File: src/rtl/prot_sup_pkg.sv
package prot_sup_pkg;

    // Which side of the band asserts the flag
    typedef enum logic {
        HYS_TRIP_ABOVE = 1'b0,
        HYS_TRIP_BELOW = 1'b1
    } hys_dir_e;

    // Conditions that switch every channel off together
    typedef struct packed {
        logic thermal;
        logic undervolt;
        logic pin_hold;
    } global_off_t;

    // Clock cycles covering a duration, rounded up
    function automatic int unsigned cycles_for_ns(longint unsigned clk_hz,
                                                  longint unsigned dur_ns);
        longint unsigned prod;
        prod = clk_hz * dur_ns + 64'd999_999_999;
        return int'(prod / 64'd1_000_000_000);
    endfunction

    // Bits needed to hold the values 0 .. n
    function automatic int unsigned cnt_bits(int unsigned n);
        return (n < 2) ? 1 : $clog2(n + 1);
    endfunction

    function automatic logic any_off(global_off_t g);
        return g.thermal | g.undervolt | g.pin_hold;
    endfunction

endpackage

File: src/rtl/prot_oc_channel.sv
module prot_oc_channel #(
    parameter int unsigned TRIP_CYC = 100,
    localparam int unsigned CW = prot_sup_pkg::cnt_bits(TRIP_CYC)
) (
    input  logic clk,
    input  logic rst,
    input  logic clr,
    input  logic oc_flag,
    output logic fault
);
    localparam logic [CW-1:0] LAST = CW'(TRIP_CYC - 1);

    logic [CW-1:0] run_q;
    logic          hit;

    // Flag high on the sample that completes the run
    assign hit = oc_flag && (run_q == LAST);

    always_ff @(posedge clk) begin
        if (rst || clr) begin
            run_q <= '0;
            fault <= 1'b0;
        end else begin
            if (!oc_flag) begin
                run_q <= '0;
            end else if (run_q != LAST) begin
                run_q <= run_q + 1'b1;
            end
            if (hit) begin
                fault <= 1'b1;
            end
        end
    end
endmodule

File: src/rtl/prot_hyst_flag.sv
module prot_hyst_flag #(
    parameter int unsigned           W       = 8,
    parameter int unsigned           SET_LVL = 165,
    parameter int unsigned           CLR_LVL = 155,
    parameter prot_sup_pkg::hys_dir_e DIR    = prot_sup_pkg::HYS_TRIP_ABOVE,
    parameter logic                  RST_VAL = 1'b0
) (
    input  logic         clk,
    input  logic         rst,
    input  logic [W-1:0] code,
    output logic         flag
);
    localparam logic [W-1:0] SET_C = W'(SET_LVL);
    localparam logic [W-1:0] CLR_C = W'(CLR_LVL);

    logic set_c;
    logic clr_c;

    generate
        if (DIR == prot_sup_pkg::HYS_TRIP_ABOVE) begin : g_above
            assign set_c = code > SET_C;
            assign clr_c = code <= CLR_C;
        end else begin : g_below
            assign set_c = code < SET_C;
            assign clr_c = code > CLR_C;
        end
    endgenerate

    always_ff @(posedge clk) begin
        if (rst) begin
            flag <= RST_VAL;
        end else if (set_c) begin
            flag <= 1'b1;
        end else if (clr_c) begin
            flag <= 1'b0;
        end
    end
endmodule

File: src/rtl/prot_allow_mask.sv
module prot_allow_mask #(
    parameter int unsigned NCH = 8
) (
    input  logic [NCH-1:0]            fault,
    input  prot_sup_pkg::global_off_t off,
    output logic [NCH-1:0]            allow
);
    logic kill;

    assign kill = prot_sup_pkg::any_off(off);

    generate
        for (genvar i = 0; i < NCH; i++) begin : g_ch
            assign allow[i] = !fault[i] && !kill;
        end
    endgenerate
endmodule

File: src/rtl/prot_fault_supervisor.sv
module prot_fault_supervisor #(
    parameter int unsigned NCH        = 8,
    parameter longint unsigned CLK_HZ = 50_000_000,
    parameter int unsigned MIN_OC_NS  = 2000,
    parameter int unsigned TEMP_W     = 8,
    parameter int unsigned TEMP_TRIP  = 165,
    parameter int unsigned TEMP_REL   = 155,
    parameter int unsigned VDD_W      = 8,
    parameter int unsigned UV_LOCK    = 76,
    parameter int unsigned UV_RELEASE = 86
) (
    input  logic              clk,
    input  logic              rst,
    input  logic [NCH-1:0]    oc_flag,
    input  logic [TEMP_W-1:0] temp_code,
    input  logic [VDD_W-1:0]  vdd_code,
    input  logic              en_rst,
    output logic [NCH-1:0]    allow,
    output logic              tsd,
    output logic              uvlo,
    output logic [NCH-1:0]    fault
);
    import prot_sup_pkg::*;

    localparam int unsigned TRIP_CYC_RAW = cycles_for_ns(CLK_HZ, longint'(MIN_OC_NS));
    localparam int unsigned TRIP_CYC     = (TRIP_CYC_RAW < 1) ? 1 : TRIP_CYC_RAW;

    global_off_t off;

    generate
        for (genvar i = 0; i < NCH; i++) begin : g_oc
            prot_oc_channel #(
                .TRIP_CYC(TRIP_CYC)
            ) oc_i (
                .clk    (clk),
                .rst    (rst),
                .clr    (en_rst),
                .oc_flag(oc_flag[i]),
                .fault  (fault[i])
            );
        end
    endgenerate

    prot_hyst_flag #(
        .W      (TEMP_W),
        .SET_LVL(TEMP_TRIP),
        .CLR_LVL(TEMP_REL),
        .DIR    (HYS_TRIP_ABOVE),
        .RST_VAL(1'b0)
    ) therm_i (
        .clk (clk),
        .rst (rst),
        .code(temp_code),
        .flag(tsd)
    );

    prot_hyst_flag #(
        .W      (VDD_W),
        .SET_LVL(UV_LOCK),
        .CLR_LVL(UV_RELEASE),
        .DIR    (HYS_TRIP_BELOW),
        .RST_VAL(1'b1)
    ) uv_i (
        .clk (clk),
        .rst (rst),
        .code(vdd_code),
        .flag(uvlo)
    );

    assign off.thermal   = tsd;
    assign off.undervolt = uvlo;
    assign off.pin_hold  = en_rst;

    prot_allow_mask #(
        .NCH(NCH)
    ) mask_i (
        .fault(fault),
        .off  (off),
        .allow(allow)
    );
endmodule

File: config.mk
export PLATFORM = sky130hd
export DESIGN_NAME = prot_fault_supervisor
export DESIGN_NICKNAME = d
export VERILOG_FILES = /design/src/rtl/prot_sup_pkg.sv /design/src/rtl/prot_oc_channel.sv /design/src/rtl/prot_hyst_flag.sv /design/src/rtl/prot_allow_mask.sv /design/src/rtl/prot_fault_supervisor.sv
export SDC_FILE = /design/constraint.sdc
export NUM_CORES = 1
export LEC_CHECK = 0
export CAP_MARGIN = 25
export CORE_UTILIZATION = 30
export CTS_CLUSTER_DIAMETER = 120
export DETAILED_ROUTE_END_ITERATION = 10
export HOLD_SLACK_MARGIN = 0.15
export PLACE_DENSITY = 0.48
export SKIP_LAST_GASP = 1
export SYNTH_ARGS = -nofsm -noshare
export SYNTH_HDL_FRONTEND = slang
export SYNTH_SLANG_ARGS = --single-unit
File: constraint.sdc
create_clock -name clk -period 3.98 [get_ports clk]
set_clock_uncertainty 0.2 [all_clocks]
set_input_delay 0.796 -clock clk [delete_from_list [all_inputs] [get_ports clk]]
set_output_delay 0.796 -clock clk [all_outputs]
set_load 0.02 [all_outputs]
==> results.yml, run 1 <==
outcome:
  run_status: "finished, final reports clean"
logic_synthesis:
  avgSynthCellArea_sq_um: 9.26
  synthXorXnorAreaFrac_pct: 6.84
  synth_area_leader_cell: "dfxtp_1"
  async_reset_ff_share_pct: 0
  muxShareOfSynthArea_pct: 2.61
  synth.cell_area_sq_mm: 0.00307
  synth_top_area_share_pct: 43.0
  synthTopCellsByCount: "66 x dfxtp_1, 49 x nand2_1, 32 x nor3_1, 17 x nand3_1, 17 x or3_1"
  seq_area_frac_synth_pct: 43.0
  yosys_register_bits: 66
  ys_types: 30
  synth_cells: 332
  synth_top_family_by_area: "simple AND/OR/NAND/NOR gates"
  synthAdderAreaFrac_pct: 3.26
  post-synth-top-count-cell: "dfxtp_1"
  ys_warn_count: 0
  synth-simple-area-share_pct: 31.1
  synth_edf_count: 0
  synth_ff_type: "dfxtp_1"
  synth_compound_area_share_pct: 10.4
  syn_nets: 367
  synthTopCellsByArea: "dfxtp_1 43%, nand2_1 6.0%, nor3_1 5.2%"
power_and_ir_drop:
  total_power_mw: 1.38
  p_leak_nw: 1.19
  irDropWorstVdd_v: 0.000188
  powerDensity_mw_per_mm2: 361
cts:
  h-tree-depth: 3
  cts_tree: "built"
  post-cts-setup-buffers: 0
  cts.path.max_buffers: 2
  cts-hold-fix-buffers: 0
  clk_latency_ns: 0.35
  cts_resized: 0
  numCtsBuffers: 9
  cts_sinks: 66
  cts-root-buf: "clkbuf_8"
  clk_pin_slew_ns: 0.07
placement:
  gp_congestion: 0.734
  detailed_place_hpwl_um: 4460
  port_buffers: 43
final_layout:
  final_nets: 410
  utilization_pct: 38.7
  drive_gt1_share_pct: 11.3
  area_growth_pct: 24.1
  n_antenna_cell: 0
worst_setup_path:
  worstSetupEndpointType: "output pin"
  critPathKind: "in -> out"
  cp_max_fo: 8
  crit_arrival_ns: 2.50
  required_ns: 2.98
  cp-start-kind: "primary input"
detailed_routing:
  drtAntennaViolNets: 0
  dr.pass1.iters: 4
  vias: 2442
  drt-total-wl_um: 6370
  drc_errors: 0
  post_drt_wl_per_cell_um: 12.4
  vias_per_cell: 4.76
  drt-initial-drc-count: 80
sta:
  rsz0062_at_grt: "no"
  fmax_mhz: 286
  timing.slew.headroom_pct: 57.7
  holdWs_ns: 0.281
  fin_tns_setup_ns: 0
  worstMarginPinSlew_ns: 0.633
  fin_crit_sh_pct: 87.8
  final_hold_viol_count: 0
  min_period_ns: 3.49
  finalSetupViolations: 0
  finalMaxSlewViolations: 0
worst_hold_path:
  hp-class: "reg -> reg"
floorplanning:
  io_pins: 45
  coreArea_sq_mm: 0.00986
  rows: 36
  dieArea_sq_mm: 0.0107
  die_w_um: 103
  start_util_pct: 31.2
  die_y_um: 103
grt:
  grt_overflow: 0
  antenna_found_initial: 0
  grt_use_total_pct: 13.0
  grt_pass1_wl_um: 10400
  first_global_vias: 2273
  grt_start_max_net_pins: 17
run:
  cap_violations: 0
## worst max-delay path, stage by stage
cell,delay (ns)
clkdlybuf4s50_1,0.41
or3_1,0.52
nor2_1,0.16
clkdlybuf4s50_1,0.61
## per-stage QoR
stage	instance area [sq um]	worst slack, ns	cells
after floorplan	3070	1.26	332
after global routing	3810	0.348	513
after detailed placement	3600	0.439	497
after CTS	3810	0.438	513
after global placement	3600	0.443	497
final	3810	0.487	513
## cell families (layout without fill, tap and decap cells)
| group | after synthesis | count (layout) |
|---|---|---|
| AOI/OAI and AO/OA | 54 | 54 |
| adders and majority gates | 8 | 8 |
| and+or+nand+nor | 159 | 159 |
| muxes | 8 | 8 |
| DFF | 66 | 66 |
| buffers and inverters | 13 | 61 |
| xor gates and xnor gates | 24 | 24 |
## where the power goes
| part | switching [mW] | total (mW) | internal, mW |
|---|---|---|---|
| clock | 0.269 | 0.620 | 0.351 |
| combinational | 0.0390 | 0.0838 | 0.0448 |
| sequential | 0.00567 | 0.671 | 0.666 |
## registers in the layout, indices dropped and copies added, names as in the netlist
register	flops
therm_i.flag	1
g_oc.oc_i.fault	8
uv_i.flag	1
g_oc.oc_i.run_q	56
## layout make-up
type | count | area (sq um)
timing repair buffer | 44 | 438
tap | 133 | 166
multi-input combinational | 253 | 1670
clock buffer | 9 | 124
sequential | 66 | 1320
inverter | 1 | 3.75
clock inverter | 7 | 93.8
fill | 1017 | 6050
## worst paths after layout
| path | start | end | slack [ns] | cells after the start |
|---|---|---|---|---|
| worst min-delay path | g_oc[7].oc_i.run_q[6]$_SDFFE_PP0P_ | g_oc[7].oc_i.run_q[6]$_SDFFE_PP0P_ | 0.28 | 2 |
| worst max register to register | g_oc[3].oc_i.run_q[2]$_SDFFE_PP0P_ | g_oc[3].oc_i.run_q[1]$_SDFFE_PP0P_ | 2.41 | 3 |
| worst max-delay path | en_rst | allow[4] | 0.49 | 4 |
| worst min register to register | g_oc[7].oc_i.run_q[6]$_SDFFE_PP0P_ | g_oc[7].oc_i.run_q[6]$_SDFFE_PP0P_ | 0.28 | 2 |
## layout by cell type (no fill, tap or decap), drive strengths merged
master         count
clkinvlp           2
nor2              17
nor2b              1
or3               17
clkbuf             9
nand3             17
nand4              1
a31o               1
a211o              1
nand2             49
o21ai             24
or4b               8
bufinv             2
a311oi             1
ha                 8
a22o               8
clkinv             3
inv                1
a21oi             16
xor2              16
nor3b             17
mux2i              8
o21bai             1
xnor2              8
a211oi             1
a221oi             1
nor3              32
clkdlybuf4s50     43
buf                1
dfxtp             66
## metal layers
metal,global-route usage [%],wire (um),vias to the layer above
met5,0,0,-
met3,4.30,317,4
met2,19.4,2700,52
met1,17.2,3290,1111
met4,5.53,62,0
li1,-,-,1275
No activity file was read; power rests on OpenSTA's default activity.
==> run 2, diff against run 1 <==
- CORE_MARGIN: unset -> 2
==> run 2 against run 1 <==
  * Global-route usage decreased by 0.20 points
  * Cell area is essentially flat
  * Sequential power about the same
  * First-iteration DRC count down 20%
  * Worst setup slack got worse by 0.17 ns
  * Final cell count did not move
  * Utilization barely moved
  * Critical path depth is the same
  * Largest power group unchanged
  * Largest cell class unchanged
  * Combinational power up 1%
  * Flip-flop and latch count did not move
  * Power up 0.16%
==> results.yml, run 2 (synthesized netlist as in run 1, its figures left out) <==
outcome:
  run_status: "finished, final reports clean"
sta:
  fin_ws_ns: 0.318
  worstMarginPinSlew_ns: 0.643
  final_hold_viol_count: 0
  timing.slew.headroom_pct: 57.0
  finalSetupViolations: 0
  rsz0062_at_grt: "no"
  finalMaxSlewViolations: 0
  fin_tns_setup_ns: 0
  fmax_mhz: 273
  fin_crit_sh_pct: 92.0
  min_period_ns: 3.66
final_layout:
  n_fill_cell: 968
  reg_top3: "g_oc.oc_i.run_q x56, g_oc.oc_i.fault x8"
  final_common_cell: "dfxtp_1"
  n_antenna_cell: 0
  area_growth_pct: 24.2
  final_nets: 410
  finalNonFillerCells: 513
  largest-register: "g_oc.oc_i.run_q"
  drive_gt1_share_pct: 11.1
  layout_common_cells: "66 x dfxtp_1, 49 x nand2_1, 43 x clkdlybuf4s50_1, 32 x nor3_1"
  largest_reg_flops: 56
worst_hold_path:
  min_from: "g_oc[4].oc_i.run_q[6]$_SDFFE_PP0P_"
  min_to: "g_oc[4].oc_i.run_q[6]$_SDFFE_PP0P_"
  hp-class: "reg -> reg"
  hold_depth: 2
detailed_routing:
  vias: 2477
  post_drt_wl_per_cell_um: 12.9
  drc_errors: 0
  vias_per_cell: 4.83
  dr.pass1.iters: 4
  drt-initial-drc-count: 64
  drtAntennaViolNets: 0
  drt-total-wl_um: 6600
floorplanning:
  die_y_um: 105
  dieArea_sq_mm: 0.0111
  io_pins: 45
  rows: 36
  start_util_pct: 31.2
  die_w_um: 105
  coreArea_sq_mm: 0.00986
power_and_ir_drop:
  swShare_pct: 21.7
  pwr-share-comb_pct: 6.2
  p_clk_share_pct: 45.1
  p_leak_nw: 1.19
  total_power_mw: 1.38
  seqPwrFrac_pct: 48.7
  switchingPower_mw: 0.299
  irDropWorstVdd_v: 0.000167
  powerDensity_mw_per_mm2: 361
  internal-power_mw: 1.08
cts:
  cts_sinks: 66
  post-cts-setup-buffers: 0
  h-tree-depth: 3
  clk_latency_ns: 0.34
  clk_pin_slew_ns: 0.07
  numCtsBuffers: 9
  cts_resized: 0
  cts_tree: "built"
  cts.path.max_buffers: 2
  cts-hold-fix-buffers: 0
  cts-root-buf: "clkbuf_8"
worst_setup_path:
  crit_arrival_ns: 2.67
  reg2reg_depth: 3
  cp_common_cell: "clkdlybuf4s50_1"
  r2r_slack_ns: 2.40
  cp-start-kind: "primary input"
  reg2reg_to: "g_oc[2].oc_i.run_q[1]$_SDFFE_PP0P_"
  cp_cell_sequence: "clkdlybuf4s50_1 -> or3_1 -> nor2_1 -> clkdlybuf4s50_1"
  crit_buf_inv: 2
  worstSetupEndpointType: "output pin"
  crit_family: "buffers and inverters"
  critical_path.max_stage_delay_ns: 0.64
  cp_max_fo: 8
  slowest_stage: "clkdlybuf4s50_1"
  required_ns: 2.98
  r2r_start: "g_oc[2].oc_i.run_q[2]$_SDFFE_PP0P_"
  critPathKind: "in -> out"
grt:
  first_global_vias: 2389
  grt_pass1_wl_um: 11500
  grt_overflow: 0
  grt_start_max_net_pins: 17
  grt_use_total_pct: 12.8
  antenna_found_initial: 0
placement:
  dp.cells: 497
  place_ws_ns: 0.315
  detailed_place_hpwl_um: 4850
  gp_congestion: 0.787
  port_buffers: 43
run:
  cap_violations: 0
[run 2: worst register-to-register path, cell delays in order (launching register included)]
cell	delay [ns]
dfxtp_1	0.36
or4b_4	0.59
nor2_4	0.17
mux2i_1	0.20
[run 2: layout make-up]
| cell class | instances | area [sq um] | share of cell area [%] |
|---|---|---|---|
| well taps | 133 | 166 | 4.36 |
| clock buffers | 11 | 141 | 3.70 |
| flip-flops and latches | 66 | 1320 | 34.6 |
| multi-input cells | 253 | 1670 | 43.7 |
| clock inverters | 5 | 77.6 | 2.03 |
| inverters | 1 | 3.75 | 0.0984 |
| repair buffers | 44 | 438 | 11.5 |
[run 2: worst max path at each step]
stage | endpoint | startpoint | cells past startpoint
finish | allow[5] | en_rst | 4
global route | allow[5] | en_rst | 4
CTS | allow[5] | en_rst | 4
detailed placement | allow[5] | en_rst | 4
global placement | allow[5] | en_rst | 4
floorplan | allow[0] | en_rst | 4
[run 2: per-layer routing]
metal / GRT usage (%) / wire length, um / vias to the layer above
met5: 0 / 0 / -
met4: 4.29 / 97 / 0
met3: 3.77 / 263 / 8
met2: 20.2 / 2980 / 40
met1: 16.8 / 3260 / 1147
li1: - / - / 1282
[run 2: power groups by stage]
stage | Combinational [mW] | Sequential, mW | Clock (mW)
final | 0.0849 | 0.671 | 0.621
after global placement | 0.0853 | 0.687 | 0
after floorplan | 0.0357 | 0.687 | 0
after detailed placement | 0.0854 | 0.687 | 0
after CTS | 0.0858 | 0.671 | 0.643
after global routing | 0.0921 | 0.672 | 0.667
[run 2: stage by stage]
step | hold WS (ns) | instance area, sq um | util [%]
after CTS | 0.286 | 3820 | 38.7
after detailed placement | 0.275 | 3600 | 36.5
final | 0.283 | 3820 | 38.7
after global routing | 0.307 | 3820 | 38.7
after global placement | 0.270 | 3600 | 36.5
after floorplan | 0.254 | 3070 | -
==> run 3, diff against run 2 <==
- SETUP_SLACK_MARGIN: unset -> 0.5
- SLEW_MARGIN: unset -> 30
- clock period: 3.98 -> 4.45 ns (I/O delays scaled with it)
==> run 3 against run 2 <==
  * Power shrank 14%
  * Global-route usage is 0.26 points lower
  * Routed wire length is 0.29% lower
  * Critical path type unchanged
  * Largest power group unchanged
==> results.yml, run 3 (synthesized netlist as in run 1, its figures left out) <==
sta:
  min_period_ns: 3.82
  final_hold_viol_count: 0
  timing.slew.headroom_pct: 56.3
  rsz0062_at_grt: "no"
  fmax_mhz: 262
  worstMarginPinSlew_ns: 0.654
  fin_tns_setup_ns: 0
  finalMaxSlewViolations: 0
  fin_ws_ns: 0.628
  fin_crit_sh_pct: 85.9
  finalSetupViolations: 0
cts:
  post-cts-setup-buffers: 0
  numCtsBuffers: 9
  clk_pin_slew_ns: 0.07
  cts_resized: 0
  cts_tree: "built"
  cts.path.max_buffers: 2
  cts_sinks: 66
  clk_latency_ns: 0.33
  cts-root-buf: "clkbuf_8"
  cts-hold-fix-buffers: 0
  h-tree-depth: 3
placement:
  gp_congestion: 0.753
  detailed_place_hpwl_um: 4750
  port_buffers: 43
  place_ws_ns: 0.591
worst_setup_path:
  required_ns: 3.36
  crit_arrival_ns: 2.73
  worstSetupEndpointType: "output pin"
  critPathKind: "in -> out"
  cp_max_fo: 8
  cp-start-kind: "primary input"
floorplanning:
  rows: 36
  die_y_um: 105
  coreArea_sq_mm: 0.00986
  die_w_um: 105
  start_util_pct: 31.2
  dieArea_sq_mm: 0.0111
  io_pins: 45
power_and_ir_drop:
  powerDensity_mw_per_mm2: 312
  swShare_pct: 21.8
  internal-power_mw: 0.925
  irDropWorstVdd_v: 0.000138
  pwr-share-comb_pct: 6.4
  p_leak_nw: 1.18
  switchingPower_mw: 0.257
  p_clk_share_pct: 42.8
  seqPwrFrac_pct: 50.8
grt:
  grt_start_max_net_pins: 17
  grt_use_total_pct: 12.6
  grt_overflow: 0
  antenna_found_initial: 0
  grt_pass1_wl_um: 11100
  first_global_vias: 2394
final_layout:
  final_common_cell: "dfxtp_1"
  largest_reg_flops: 56
  final_nets: 410
  drive_gt1_share_pct: 10.5
  n_fill_cell: 979
  n_antenna_cell: 0
  area_growth_pct: 23.5
  largest-register: "g_oc.oc_i.run_q"
  reg_top3: "g_oc.oc_i.run_q x56, g_oc.oc_i.fault x8"
  layout_common_cells: "66 x dfxtp_1, 49 x nand2_1, 43 x clkdlybuf4s50_1, 32 x nor3_1"
detailed_routing:
  vias_per_cell: 4.81
  drt-initial-drc-count: 60
  drtAntennaViolNets: 0
  post_drt_wl_per_cell_um: 12.8
  vias: 2468
  drc_errors: 0
  drt-total-wl_um: 6580
  dr.pass1.iters: 4
worst_hold_path:
  hp-class: "reg -> reg"
run:
  cap_violations: 0
outcome:
  run_status: "finished, final reports clean"
-- run 3: changes by cell type in the layout (fill, tap and decap cells not counted) --
cell | previous run | this run
bufinv_16 | 2 | 1
clkbuf_1 | 1 | 3
clkbuf_8 | 10 | 11
clkinv_2 | 2 | 1
clkinvlp_4 | 1 | 0
-- run 3: power by group through the flow --
stage                     sequential [mW]  clock, mW  combinational, mW
after detailed placement            0.614          0             0.0762
after floorplan                     0.614          0             0.0319
after CTS                           0.601      0.529             0.0767
after global placement              0.614          0             0.0764
after global routing                0.601      0.551             0.0821
final                               0.601      0.506             0.0754
-- run 3: per-stage QoR --
step	cells	hold slack, ns	utilization [%]	power, mW	area (sq um)
3_5_place_dp	497	0.278	36.5	0.691	3600
5_1_grt	513	0.304	38.5	1.23	3790
4_1_cts	513	0.288	38.5	1.21	3790
6_report	513	0.282	38.5	1.18	3790
3_3_place_gp	497	0.271	36.5	0.691	3600
2_1_floorplan	332	0.254	-	0.646	3070
-- run 3: area by class of cell --
| cell class | instances | area, sq um | share of cell area [%] |
|---|---|---|---|
| clock buffer | 14 | 163 | 4.29 |
| timing repair buffer | 44 | 438 | 11.5 |
| clock inverter | 2 | 35.0 | 0.923 |
| tap | 133 | 166 | 4.39 |
| sequential | 66 | 1320 | 34.8 |
| inverter | 1 | 3.75 | 0.0989 |
| multi-input combinational | 253 | 1670 | 43.9 |
-- run 3: worst paths after layout --
path	from	endpoint	slack (ns)	cells after the start
worst min-delay path	g_oc[4].oc_i.run_q[6]$_SDFFE_PP0P_	g_oc[4].oc_i.run_q[6]$_SDFFE_PP0P_	0.28	2
worst max register to register	g_oc[2].oc_i.run_q[2]$_SDFFE_PP0P_	g_oc[2].oc_i.run_q[1]$_SDFFE_PP0P_	2.86	3
worst max-delay path	en_rst	allow[5]	0.63	4
worst min register to register	g_oc[4].oc_i.run_q[6]$_SDFFE_PP0P_	g_oc[4].oc_i.run_q[6]$_SDFFE_PP0P_	0.28	2
-- run 3: metal layers --
| layer | vias up | GRT usage (%) | share of wire (%) |
|---|---|---|---|
| li1 | 1275 | - | - |
| met4 | 0 | 5.62 | 2.1 |
| met3 | 12 | 3.96 | 4.3 |
| met2 | 46 | 19.8 | 45 |
| met1 | 1135 | 15.7 | 49 |
| met5 | - | 0 | 0 |
-- run 3: critical path, stage by stage --
cell and delay (ns):
clkdlybuf4s50_1 0.43, or3_1 0.54, nor2_1 0.23, clkdlybuf4s50_1 0.64
